**src/rtl/pwm_pkg.sv**
```systemverilog
`timescale 1ns/1ps
package pwm_pkg;
  typedef enum logic {DIR_DOWN = 1'b0, DIR_UP = 1'b1} pwm_dir_e;

  // shift amount for a divider selection, saturated at the prescaler width
  function automatic int unsigned pwm_div_shift(input int unsigned sel,
                                                input int unsigned step,
                                                input int unsigned cap);
    int unsigned s;
    s = sel * step;
    return (s > cap) ? cap : s;
  endfunction
endpackage

```
**src/rtl/pwm_prescaler.sv**
```systemverilog
`timescale 1ns/1ps
module pwm_prescaler #(
  parameter int PRE_W = 8,
  parameter int SEL_W = 2,
  parameter int STEP  = 3
) (
  input  logic             clk,
  input  logic             rst,
  input  logic             run,
  input  logic [SEL_W-1:0] div_sel,
  output logic             tick_o
);
  import pwm_pkg::*;
  localparam int NSEL = 1 << SEL_W;
  localparam logic [PRE_W:0] ONE = {{PRE_W{1'b0}}, 1'b1};

  logic [PRE_W-1:0] phase_q;
  logic [PRE_W-1:0] mask_tab [NSEL];
  logic [PRE_W-1:0] mask;

  for (genvar g = 0; g < NSEL; g++) begin : g_mask
    localparam int unsigned SH = pwm_div_shift(g, STEP, PRE_W);
    localparam logic [PRE_W:0] FULL = (ONE << SH) - ONE;
    assign mask_tab[g] = FULL[PRE_W-1:0];
  end

  assign mask   = mask_tab[div_sel];
  assign tick_o = run && ((phase_q & mask) == mask);

  always_ff @(posedge clk) begin
    if (rst)      phase_q <= '0;
    else if (run) phase_q <= phase_q + 1'b1;
  end

  p_tick_needs_run_r3: assert property (@(posedge clk) disable iff (rst)
    !run |-> !tick_o);
  p_tick_spacing_r2: assert property (@(posedge clk) disable iff (rst)
    (tick_o && div_sel != '0) |=> (!tick_o || div_sel != $past(div_sel)));
  p_phase_hold_r3: assert property (@(posedge clk) disable iff (rst)
    !run |=> $stable(phase_q));
endmodule

```
**src/rtl/pwm_updown.sv**
```systemverilog
`timescale 1ns/1ps
module pwm_updown #(
  parameter int CNT_W = 8
) (
  input  logic             clk,
  input  logic             rst,
  input  logic             tick,
  output logic [CNT_W-1:0] cnt_o,
  output logic [CNT_W-1:0] cnt_d_o,
  output logic             up_d_o,
  output logic             at_top_o
);
  import pwm_pkg::*;
  localparam logic [CNT_W-1:0] TOP = {CNT_W{1'b1}};
  localparam logic [CNT_W-1:0] BOT = '0;

  logic [CNT_W-1:0] cnt_q, cnt_d;
  pwm_dir_e         dir_q, dir_d;

  always_comb begin
    cnt_d = cnt_q;
    dir_d = dir_q;
    if (tick) begin
      if (dir_q == DIR_UP) begin
        if (cnt_q == TOP) begin
          cnt_d = TOP - 1'b1;
          dir_d = DIR_DOWN;
        end else begin
          cnt_d = cnt_q + 1'b1;
        end
      end else begin
        if (cnt_q == BOT) begin
          cnt_d = BOT + 1'b1;
          dir_d = DIR_UP;
        end else begin
          cnt_d = cnt_q - 1'b1;
        end
      end
    end
  end

  always_ff @(posedge clk) begin
    if (rst) begin
      cnt_q <= BOT;
      dir_q <= DIR_UP;
    end else begin
      cnt_q <= cnt_d;
      dir_q <= dir_d;
    end
  end

  assign cnt_o    = cnt_q;
  assign cnt_d_o  = cnt_d;
  assign up_d_o   = (dir_d == DIR_UP);
  assign at_top_o = tick && (cnt_q == TOP);

  p_rise_step_r1: assert property (@(posedge clk) disable iff (rst)
    (tick && dir_q == DIR_UP && cnt_q != TOP) |=> cnt_q == $past(cnt_q) + 1'b1);
  p_turn_top_r1: assert property (@(posedge clk) disable iff (rst)
    (tick && cnt_q == TOP) |=> (cnt_q == TOP - 1'b1 && dir_q == DIR_DOWN));
  p_turn_bottom_r1: assert property (@(posedge clk) disable iff (rst)
    (tick && dir_q == DIR_DOWN && cnt_q == BOT) |=> (cnt_q == BOT + 1'b1 && dir_q == DIR_UP));
  p_idle_hold_r3: assert property (@(posedge clk) disable iff (rst)
    !tick |=> $stable(cnt_q));
endmodule

```
**src/rtl/pwm_compare_out.sv**
```systemverilog
`timescale 1ns/1ps
module pwm_compare_out #(
  parameter int CNT_W = 8
) (
  input  logic             clk,
  input  logic             rst,
  input  logic             pol_inv,
  input  logic [CNT_W-1:0] duty_cmp,
  input  logic             load,
  input  logic [CNT_W-1:0] cnt_d,
  input  logic             up_d,
  output logic             pwm_o
);
  localparam logic [CNT_W-1:0] TOP = {CNT_W{1'b1}};

  logic [CNT_W-1:0] ocr_q, ocr_d;
  logic             lvl, pwm_q;

  assign ocr_d = load ? duty_cmp : ocr_q;

  always_comb begin
    if (ocr_d == '0)       lvl = 1'b0;
    else if (ocr_d == TOP) lvl = 1'b1;
    else if (up_d)         lvl = (cnt_d < ocr_d);
    else                   lvl = (cnt_d <= ocr_d);
  end

  always_ff @(posedge clk) begin
    if (rst) begin
      ocr_q <= '0;
      pwm_q <= pol_inv;
    end else begin
      ocr_q <= ocr_d;
      pwm_q <= lvl ^ pol_inv;
    end
  end

  assign pwm_o = pwm_q;

  p_cmp_buffered_r7: assert property (@(posedge clk) disable iff (rst)
    !load |=> $stable(ocr_q));
  p_flat_extremes_r6: assert property (@(posedge clk) disable iff (rst)
    ((ocr_q == '0 || ocr_q == TOP) && !load && $stable(pol_inv)) |=> $stable(pwm_q));
endmodule

```
**src/rtl/pwm_dual_slope_timer.sv**
```systemverilog
`timescale 1ns/1ps
module pwm_dual_slope_timer #(
  parameter int CNT_W = 8,
  parameter int SEL_W = 2,
  parameter int STEP  = 3
) (
  input  logic             clk,
  input  logic             rst,
  input  logic             run,
  input  logic [SEL_W-1:0] div_sel,
  input  logic             pol_inv,
  input  logic [CNT_W-1:0] duty_cmp,
  output logic             pwm_out,
  output logic [CNT_W-1:0] count
);
  logic             tick, at_top, up_d;
  logic [CNT_W-1:0] cnt_d;

  pwm_prescaler #(.PRE_W(CNT_W), .SEL_W(SEL_W), .STEP(STEP)) u_pre (
    .clk(clk), .rst(rst), .run(run), .div_sel(div_sel), .tick_o(tick));

  pwm_updown #(.CNT_W(CNT_W)) u_cnt (
    .clk(clk), .rst(rst), .tick(tick), .cnt_o(count),
    .cnt_d_o(cnt_d), .up_d_o(up_d), .at_top_o(at_top));

  pwm_compare_out #(.CNT_W(CNT_W)) u_out (
    .clk(clk), .rst(rst), .pol_inv(pol_inv), .duty_cmp(duty_cmp),
    .load(at_top), .cnt_d(cnt_d), .up_d(up_d), .pwm_o(pwm_out));
endmodule

```
**config.mk**
```make
export PLATFORM = sky130hd
export DESIGN_NAME = pwm_dual_slope_timer
export DESIGN_NICKNAME = d
export VERILOG_FILES = /design/src/rtl/pwm_pkg.sv /design/src/rtl/pwm_prescaler.sv /design/src/rtl/pwm_updown.sv /design/src/rtl/pwm_compare_out.sv /design/src/rtl/pwm_dual_slope_timer.sv
export SDC_FILE = /design/constraint.sdc
export NUM_CORES = 1
export LEC_CHECK = 0
export BUFFER_PORTS_ARGS = -buffer_cell sky130_fd_sc_hd__buf_2
export CAP_MARGIN = 20
export CORE_UTILIZATION = 57
export DETAILED_ROUTE_END_ITERATION = 16
export GPL_TIMING_DRIVEN = 0
export HOLD_SLACK_MARGIN = 0.03
export PLACE_DENSITY = 0.79
export SLEW_MARGIN = 5
export SYNTH_ARGS = -nofsm -noshare
export SYNTH_HDL_FRONTEND = slang
export SYNTH_SLANG_ARGS = --single-unit
```
**constraint.sdc**
```tcl
create_clock -name clk -period 3.5 [get_ports clk]
set_input_delay 0.525 -clock clk [delete_from_list [all_inputs] [get_ports clk]]
set_output_delay 0.525 -clock clk [all_outputs]
set_load 0.03 [all_outputs]
```
======== Yosys cells after proc, flatten, opt, wreduce, memory -nomap -nowiden ========
Cells that the tools add are included.
cells by class
  add/sub/neg operators ................... 3
  magnitude comparators ................... 3
  equal/unequal tests ..................... 3
  multiplexer cells ....................... 16
  bitwise logic cells ..................... 3
  reductions and logical operators ........ 4
operators with widths
  kind                                                       count
  2-to-1 mux 8 bit                                           7
  adder 8 x 1 -> 8 bit (second input constant)               2
  binary-select mux 8 bit (select 2 bit)                     1
  equality test 8 bit (second input constant)                2
  logical NOT 8 bit                                          2
  bitwise AND 8 bit                                          1
  equality test 8 bit                                        1
  less-or-equal comparator 8 bit                             1
  less-than comparator 8 bit                                 1
  2-to-1 mux 1 bit                                           8
  subtractor 8 x 1 -> 8 bit (second input constant)          1
  greater-or-equal comparator 3 bit (second input constant)  1
  inverter 2 -> 3 bit                                        1
  logical AND 1 bit                                          2
  XOR 1 bit                                                  1
storage, ports and cells
  register bits ........................... 26
  input port bits ......................... 14
  word-level logic and storage cells ...... 37

======== Depth between registers and ports, before layout ========
Gate-level depths: netlist of run 1.
  depth after elaboration ................. 15
  mapped depth ............................ 14
  depth with buffers taken out ............ 13

======== Modules after synthesis ========
Synthesis of run 1 repeated with hierarchy kept, for this count alone.
unflattened totals
  cell total of the unflattened synthesis .. 226
  area total of the unflattened synthesis .. 1856.8 sq um
by module, submodules not included
  module           times used  cells an instance  area an instance (sq um)  seq. area each (sq um)
  pwm_updown       1           115                854.6                     180.2
  pwm_compare_out  1           68                 624.3                     180.2
  pwm_prescaler    1           43                 377.9                     160.2

======== Least setup slack after synthesis of run 1 ========
OpenSTA, ideal clock, no wires.
  path kind ............................... reg2reg
  start ................................... register u_cnt.cnt_q[0], in the netlist u_cnt.cnt_o[0]
  end ..................................... register u_out.pwm_q, in the netlist u_out.pwm_o
  library setup time ...................... 0.124 ns
  data arrival time ....................... 2.922 ns
  required time ........................... 3.376 ns
  setup slack ............................. 0.454 ns
  stages on the path, launching flop included .. 13
  clock period less this slack ............ 3.046 ns
  cells stage by stage .................... dfxtp_1 > ha_1 > nand4_1 > nor2_1 > nand3_1 > buf_6 > mux2_1 > ha_1 > nand2_1 > or3_1 > a221oi_2 > o41ai_2 > xnor2_1
RTL lines
  element                                                                              RTL line                                      text
  start, declared                                                                      pwm_updown.sv:17                              logic [CNT_W-1:0] cnt_q, cnt_d;
  start signal, assigned                                                               pwm_updown.sv:47                              cnt_q <= cnt_d;
  equality test 8 bit *                                                                pwm_updown.sv:55                              assign at_top_o = tick && (cnt_q == TOP);
  logical AND 1 bit *                                                                  pwm_updown.sv:55
  2-to-1 mux 8 bit *                                                                   pwm_compare_out.sv:19                         assign ocr_d = load ? duty_cmp : ocr_q;
  via u_out.ocr_d[0]                                                                   pwm_compare_out.sv:16                         logic [CNT_W-1:0] ocr_q, ocr_d;
  less-or-equal comparator 8 bit / less-than comparator 8 bit (equally long branches)  pwm_compare_out.sv:25, pwm_compare_out.sv:24
  2-to-1 mux 1 bit                                                                     pwm_compare_out.sv:24                         else if (up_d) lvl = (cnt_d < ocr_d);
  2-to-1 mux 1 bit                                                                     pwm_compare_out.sv:23                         else if (ocr_d == TOP) lvl = 1'b1;
  2-to-1 mux 1 bit *                                                                   pwm_compare_out.sv:22                         if (ocr_d == '0) lvl = 1'b0;
  XOR 1 bit *                                                                          pwm_compare_out.sv:34                         pwm_q <= lvl ^ pol_inv;
  2-to-1 mux 1 bit *                                                                   pwm_compare_out.sv:29                         if (rst) begin
  end signal, assigned                                                                 pwm_compare_out.sv:31                         pwm_q <= pol_inv;
  end signal, assigned                                                                 pwm_compare_out.sv:34
  end, declared                                                                        pwm_compare_out.sv:17                         logic lvl, pwm_q;
The timed path passes the listed nets; every way through them passes the cells marked *.
A chain may end at the register's enable or synchronous reset.

======== Worst setup path after layout of run 1 ========
  start ................................... register u_cnt.cnt_q[0], in the netlist u_cnt.cnt_o[0]
  end ..................................... register u_out.pwm_q, in the netlist u_out.pwm_o
on the way
  longest elaborated chain between the ends .. 10
RTL lines
  element                                                                              RTL line                                      text
  subtractor 8 x 1 -> 8 bit (tied with other cells)                                    pwm_updown.sv:36                              cnt_d = cnt_q - 1'b1;
  2-to-1 mux 8 bit, on equally long branches                                           pwm_updown.sv:32, pwm_updown.sv:25
  2-to-1 mux 8 bit *                                                                   pwm_updown.sv:24                              if (dir_q == DIR_UP) begin
  2-to-1 mux 8 bit *                                                                   pwm_updown.sv:23                              if (tick) begin
  via cnt_d[1]                                                                         pwm_dual_slope_timer.sv:17                    logic [CNT_W-1:0] cnt_d;
  less-or-equal comparator 8 bit / less-than comparator 8 bit (equally long branches)  pwm_compare_out.sv:25, pwm_compare_out.sv:24
  2-to-1 mux 1 bit *                                                                   pwm_compare_out.sv:24
  2-to-1 mux 1 bit *                                                                   pwm_compare_out.sv:23
  2-to-1 mux 1 bit *                                                                   pwm_compare_out.sv:22
  XOR 1 bit *                                                                          pwm_compare_out.sv:34
  2-to-1 mux 1 bit *                                                                   pwm_compare_out.sv:29
Marked as above.

==> metrics.yaml, run 1 <==
hold_buffers: 0
ir_worst_vdd_v: 0.000228
finalHoldViolations: 0
synth_cells: 209
gp_congestion: 0.921
vias_per_cell: 6.20
path_max_fanout: 8
fmax_ghz: 0.311
core-area_um2: 2830
layout_common_cells: "dfxtp_1, nor2_1, buf_2"
firstDrtPassIters: 10
path_depth: 13
io_pins: 23
path_cells: "ha_1 > nand4_1 > or2_2 > a21oi_1 > a21oi_1 > o31ai_2 > ha_1 > nor2b_1 > nor3_1 > o21ai_0 > a221oi_1 > o41ai_2 > xnor2_1"
crit_arrival_ns: 3.44
fin_cells: 264
dp_cells: 260
final_common_cell: "dfxtp_1"
fin_skew_ns: 0.00510
violations: "DRC"
start_util_pct: 62.1
startpoint_type: "flop"
synth_edf_count: 0
routed_wirelength_um: 4160
grt_util_met3_pct: 1.81
root_buffer: "clkbuf_4"
setup-violations-final: 0
cp-endpoint: "u_out.pwm_o"
crit_family: "compound AO/OA/AOI/OAI gates"
finalPower_uw: 578
p_leak_nw: 0.872
drive_gt1_share_pct: 19.7
post_dp_cell_area_um2: 1900
slowest_delay_ns: 0.44
rrSetupSlack_ns: 0.28
gr-usage-met2_pct: 48.0
cts_tree: "built"
synthArstFlopShare_pct: 0
fp.dieArea_um2: 3310
min_period_ns: 3.22
syn_area_um2: 1760
die_h_um: 57.5
io_buffers: 20
grt_max_degree: 16
grt_usage_pct: 28.2
drt_iter0_markers: 120
grt_antenna_before_repair: 0
synth_seq_area_share_pct: 29.6
grt-ovfl-total: 0
clock_sinks: 26
grt_util_met1_pct: 36.9
synth.top_cells.by_area: "dfxtp_1, ha_1, nor2_1, a21oi_1, mux2i_1"
n_antenna_cell: 0
hold_path_depth: 2
yosys_warnings: 0
clk_pin_slew_ns: 0.15
synth_nets: 235
htreeDepth: 1
synth.largest_area_cell: "dfxtp_1"
ys_ff_latch: 26
nNetsFinal: 260
yosys.area.top_type_share_pct: 29.6
post-route-period-util_pct: 91.9
hold_path_class: "in -> reg"
cts.path.max_buffers: 2
cp.required_ns: 3.72
numCtsBuffers: 3
regArea_um2: 523
r2r-end: "u_out.pwm_o"
cp_slowest_cell: "dfxtp_2"
fillCellCount: 237
rows: 19
multi_input_area_um2: 1140
end_kind: "flop"
hp-start: "pol_inv"
outcome: "finished, violations left"
startpoint: "u_cnt.cnt_o[0]"
synth.distinct_cells: 52
slew_violations: 0
wl_per_cell_um: 15.8
p_per_area_nw_per_um2: 294
syn_to_final_growth_pct: 11.8
vias: 1636
die_w_um: 57.5
synth.avg_cell_area_um2: 8.41
cap_viol_max_count: 0
stdcell_area_um2: 1960
hold-worst-slack_ns: 0.389
rr_worst_depth: 13
grt_pass1_wl_um: 7300
grt_pass1_vias: 1643
crit_buf_inv: 0
worstReg2RegStart: "u_cnt.cnt_o[0]"
hpwl_um: 3220
synthFlopType: "dfxtp_1"
postRouteAntennaNets: 0
drc: 1
grt_busiest_layer: "met2"
crit_type: "reg -> reg"
clkLatencyLatePin_ns: 0.33
worst_pin_slew_ns: 0.479
worst_slew_margin_rel_pct: 67.6
==> worst min path at each step <==
stage                        to
2_1_floorplan  u_pre.phase_q[7]
3_3_place_gp   u_pre.phase_q[7]
3_5_place_dp   u_pre.phase_q[7]
4_1_cts             u_out.pwm_o
5_1_grt             u_out.pwm_o
6_report            u_out.pwm_o
==> kinds of logic (layout without fill, tap and decap cells) <==
logic type	after synthesis	count (layout)	synth area share (%)
adders and majority gates	12	12	8.55
and+or+nand+nor	85	85	25.6
DFF	26	26	29.6
buffers and inverters	19	43	6.27
AOI/OAI and AO/OA	46	46	18.3
xor gates and xnor gates	10	10	4.99
muxes	11	11	6.69
==> cell type report <==
cell class                      count  area share (%)
Clock inverter                      1            1.53
Tap cell                           31            1.98
Multi-Input combinational cell    164            58.0
Timing Repair Buffer               20            5.10
Sequential cell                    26            26.6
Buffer                             12            4.27
Inverter                            7            1.34
Clock buffer                        3            1.15
==> sequential cells by signal, summed over array words and instances (netlist names) <==
register       flops
u_cnt.cnt_o        8
u_cnt.dir_q        1
u_out.ocr_q        8
u_out.pwm_o        1
u_pre.phase_q      8
==> timing repair <==
action                                  4_1_cts  5_1_grt
resized for setup                             0        5
endpoints found under the setup margin        0        1
setup buffers                                 0        0
==> per-layer routing <==
metal  routed length, um  share of wire, %  up-vias
li1                    -                 -      817
met1                1900                46      756
met2                2000                48       53
met3                 163               3.9       10
met4                  94               2.3        0
met5                   0                 0        -
==> metrics by stage <==
stage / utilization (%) / setup TNS, ns / worst slack (ns)
CTS: 68.9 / 0 / 0.180
global placement: 67.0 / 0 / 0.298
global route: 69.4 / -0.00976 / -0.00976
detailed placement: 67.0 / 0 / 0.181
floorplan: - / 0 / 0.454
finish: 69.4 / 0 / 0.282
==> Yosys cell counts (all sizes together) (2+ instances only) <==
| cell | n |
|---|---|
| o41ai | 2 |
| and4 | 4 |
| nor2 | 24 |
| clkbuf | 5 |
| nand3 | 9 |
| xnor2 | 4 |
| mux2 | 3 |
| o31ai | 2 |
| a21oi | 16 |
| dfxtp | 26 |
| ha | 12 |
| nor3 | 4 |
| mux2i | 8 |
| a31oi | 2 |
| nor2b | 8 |
| nand2 | 13 |
| and3 | 3 |
| buf | 7 |
| inv | 7 |
| nand4 | 11 |
| xor2 | 6 |
| nor4 | 5 |
| a2bb2oi | 2 |
| a221oi | 3 |
| o21ai | 10 |
==> power breakdown <==
| part | switching (mW) | total [mW] | internal, mW | leakage (nW) |
|---|---|---|---|---|
| clock | 0.0923 | 0.208 | 0.116 | 0.0279 |
| combinational | 0.0378 | 0.0634 | 0.0256 | 0.633 |
| sequential | 0.00533 | 0.306 | 0.301 | 0.211 |
(Power assumes the default switching activity.)
==> run 2, diff against run 1 <==
--- a/config.mk
+++ b/config.mk
@@ -7,12 +7,14 @@
 export LEC_CHECK = 0
 export BUFFER_PORTS_ARGS = -buffer_cell sky130_fd_sc_hd__buf_2
 export CAP_MARGIN = 20
-export CORE_UTILIZATION = 57
+export CORE_MARGIN = 10
+export CORE_UTILIZATION = 58
 export DETAILED_ROUTE_END_ITERATION = 16
 export GPL_TIMING_DRIVEN = 0
 export HOLD_SLACK_MARGIN = 0.03
-export PLACE_DENSITY = 0.79
+export PLACE_DENSITY = 0.8
 export SLEW_MARGIN = 5
 export SYNTH_ARGS = -nofsm -noshare
 export SYNTH_HDL_FRONTEND = slang
+export SYNTH_HIERARCHICAL = 1
 export SYNTH_SLANG_ARGS = --single-unit
==> run 2 against run 1 <==
Compared with the run above:
- clock power fell by 2%
- sequential share of layout area fell by 1.5 points
- the flow now finishes without violations
- cell area rose by 5.4%
- combinational power fell by 18%
- non-clock buffer count rose by 3
- cell count rose by 12%
- critical path depth rose by 2
==> metrics.yaml, run 2 <==
htreeDepth: 1  # unchanged
hold-worst-slack_ns: 0.366  # -0.0228 ns
synth_nets: 252  # +7.2%
synth_edf_count: 0  # unchanged
start_util_pct: 60.8  # -1.3 points
outcome: "complete, no violations"
sw_frac_of_total_pct: 21.5  # -1.9 points
yosys.area.top_type_share_pct: 28.0  # -1.6 points
ir_worst_vdd_v: 0.000283  # +24%
drt_iter0_markers: 169  # +41%
synth.distinct_cells: 53  # +1.9%
ys_ff_latch: 26  # unchanged
p_switching_uw: 120  # -11%
clk_pin_slew_ns: 0.14  # about the same
hpwl_um: 3380  # +4.9%
wl_per_cell_um: 14.5  # -8.2%
grt_antenna_before_repair: 0  # unchanged
numCtsBuffers: 3  # unchanged
p_comb_share_pct: 9.3  # -1.7 points
hold_path_depth: 2  # unchanged
firstDrtPassIters: 4  # -6
syn_area_um2: 1860  # +5.7%
power.internal_uw: 438  # -0.83%
grt-ovfl-total: 0  # unchanged
n_antenna_cell: 0  # unchanged
synth.avg_cell_area_um2: 8.22  # -2.3%
hold_buffers: 0  # unchanged
post-route-period-util_pct: 92.8  # +0.91 points
synth.top_cells.by_area: "dfxtp_1, ha_1, mux2i_1, nor2_1, nand2_1"
cap_viol_max_count: 0  # unchanged
vias: 1753  # +7.2%
crit_type: "reg -> reg"
p_leak_nw: 0.854  # -2.1%
cts.path.max_buffers: 2  # unchanged
fin_util_pct: 67.8  # -1.6 points
routed_wirelength_um: 4260  # +2.5%
yosys_warnings: 6  # +6
p_seq_share_pct: 54.5  # +1.5 points
vias_per_cell: 5.94  # -4.1%
yosysMostFrequentCell: "dfxtp_1"
hold_path_class: "in -> reg"
nNetsFinal: 278  # +6.9%
worst_pin_slew_ns: 0.450  # -0.0288 ns
core-area_um2: 3050  # +7.9%
synthArstFlopShare_pct: 0  # unchanged
synth_commonest_cells: "dfxtp_1, nor2_1, nand2_1"
finalPower_uw: 559  # -3.3%
io_buffers: 21  # +5.0%
fin_skew_ns: 0.0162  # +0.0111 ns
grt_util_met1_pct: 17.4  # -19 points
synth_seq_area_share_pct: 28.0  # -1.6 points
min_period_ns: 3.25  # +0.0317 ns
grt_util_met3_pct: 2.95  # +1.1 points
grt_pass1_wl_um: 7420  # +1.6%
drive_gt1_share_pct: 20.3  # +0.58 points
gp_congestion: 0.961  # +4.4%
post_cts_resized: 0  # unchanged
grt_busiest_layer: "met2"
postRouteAntennaNets: 0  # unchanged
grt_pass1_vias: 1695  # +3.2%
layout_common_cells: "dfxtp_1, nor2_1, buf_2"
drc: 0  # -1
synthFlopType: "dfxtp_1"
clkLatencyLatePin_ns: 0.32  # about the same
synth.largest_area_cell: "dfxtp_1"
grt_usage_pct: 14.6  # -14 points
crit_arrival_ns: 3.48  # +0.04 ns
gr-usage-met2_pct: 24.7  # -23 points
setup_tns_ns: 0  # unchanged
cts_tree: "built"
slew_violations: 0  # unchanged
finalHoldViolations: 0  # unchanged
rows: 20  # +1
synth_cells: 226  # +8.1%
end_kind: "flop"
clock_sinks: 26  # unchanged
setup-violations-final: 0  # unchanged
post-cts-setup-buffers: 0  # unchanged
io_pins: 23  # unchanged
fp.dieArea_um2: 5860  # +77%
fmax_ghz: 0.308  # -0.98%
final_common_cell: "dfxtp_1"
grt_max_degree: 16  # unchanged
worst_slew_margin_rel_pct: 70.0  # +2.3 points
die_w_um: 76.6  # +33%
syn_to_final_growth_pct: 11.5
path_max_fanout: 10  # +2
rr_worst_depth: 15  # +2
cp.required_ns: 3.73  # about the same
pwr-share-clk_pct: 36.2  # +0.2 points
die_h_um: 76.6  # +33%
rsz0062_at_grt: "false"
startpoint_type: "flop"
root_buffer: "clkbuf_4"
p_per_area_nw_per_um2: 270  # -8.2%
run 2: cell types whose count changed after synthesis, sizes merged, moves of 4 or more:
cell   delta
nand2     +7
and3      +4
and4      -4
o21ai     +4
run 2: cell families after synthesis:
logic type	count (synthesis)	share of synthesized area (%)
AO/OA/AOI/OAI	45	15.7
adder cells (fa/ha/maj)	12	8.09
AND/OR/NAND/NOR	104	31.6
multiplexers	10	5.46
buffers and inverters	24	8.76
XOR/XNOR	5	2.36
flip-flops	26	28.0
run 2: worst paths after layout:
path | endpoint | slack (ns) | start
worst max-delay path | u_out/pwm_o | 0.25 | u_pre/phase_q[2]
worst min-delay path | u_out/pwm_o | 0.37 | pol_inv
worst max register to register | u_out/pwm_o | 0.25 | u_pre/phase_q[2]
worst min register to register | u_pre/phase_q[7] | 0.52 | u_pre/phase_q[7]
run 2: layer usage:
metal	wire [um]	vias up
met5	0	-
met4	118	0
met3	195	13
met2	2050	42
met1	1900	820
li1	-	878
run 2: power groups by stage:
stage / clock (mW) / sequential, mW / combinational, mW
finish: 0.203 / 0.304 / 0.0518
global route: 0.224 / 0.305 / 0.0570
CTS: 0.213 / 0.305 / 0.0518
detailed placement: 0 / 0.311 / 0.0514
global placement: 0 / 0.311 / 0.0506
floorplan: 0 / 0.313 / 0.0305
run 2: area by class of cell:
type / instances / area (um2)
clock inverters: 1 / 30.0
well taps: 44 / 55.1
plain buffers: 14 / 125
clock buffers: 3 / 22.5
repair buffers: 21 / 105
inverters: 10 / 37.5
fillers: 288 / 983
multi-input cells: 176 / 1170
flip-flops and latches: 26 / 520
run 2: worst max-delay path, stage by stage (launching register included):
cell and delay, ns:
dfxtp_1 0.47, nand4_4 0.16, a211oi_1 0.20, a31o_2 0.17, inv_1 0.13, nor2_1 0.16, buf_6 0.15, buf_8 0.14
mux2i_1 0.27, ha_1 0.29, nor2b_1 0.13, o211ai_1 0.16, a21oi_1 0.10, a2111oi_2 0.34, o31ai_1 0.15, xnor2_1 0.13
run 2: through the flow:
stage | setup WS, ns | std cells | cell area [um2]
2_1_floorplan | 0.358 | 226 | 1860
3_3_place_gp | -0.0323 | 291 | 2020
3_5_place_dp | 0.00349 | 291 | 2020
4_1_cts | 0.239 | 295 | 2070
5_1_grt | 0.0593 | 295 | 2070
6_report | 0.250 | 295 | 2070
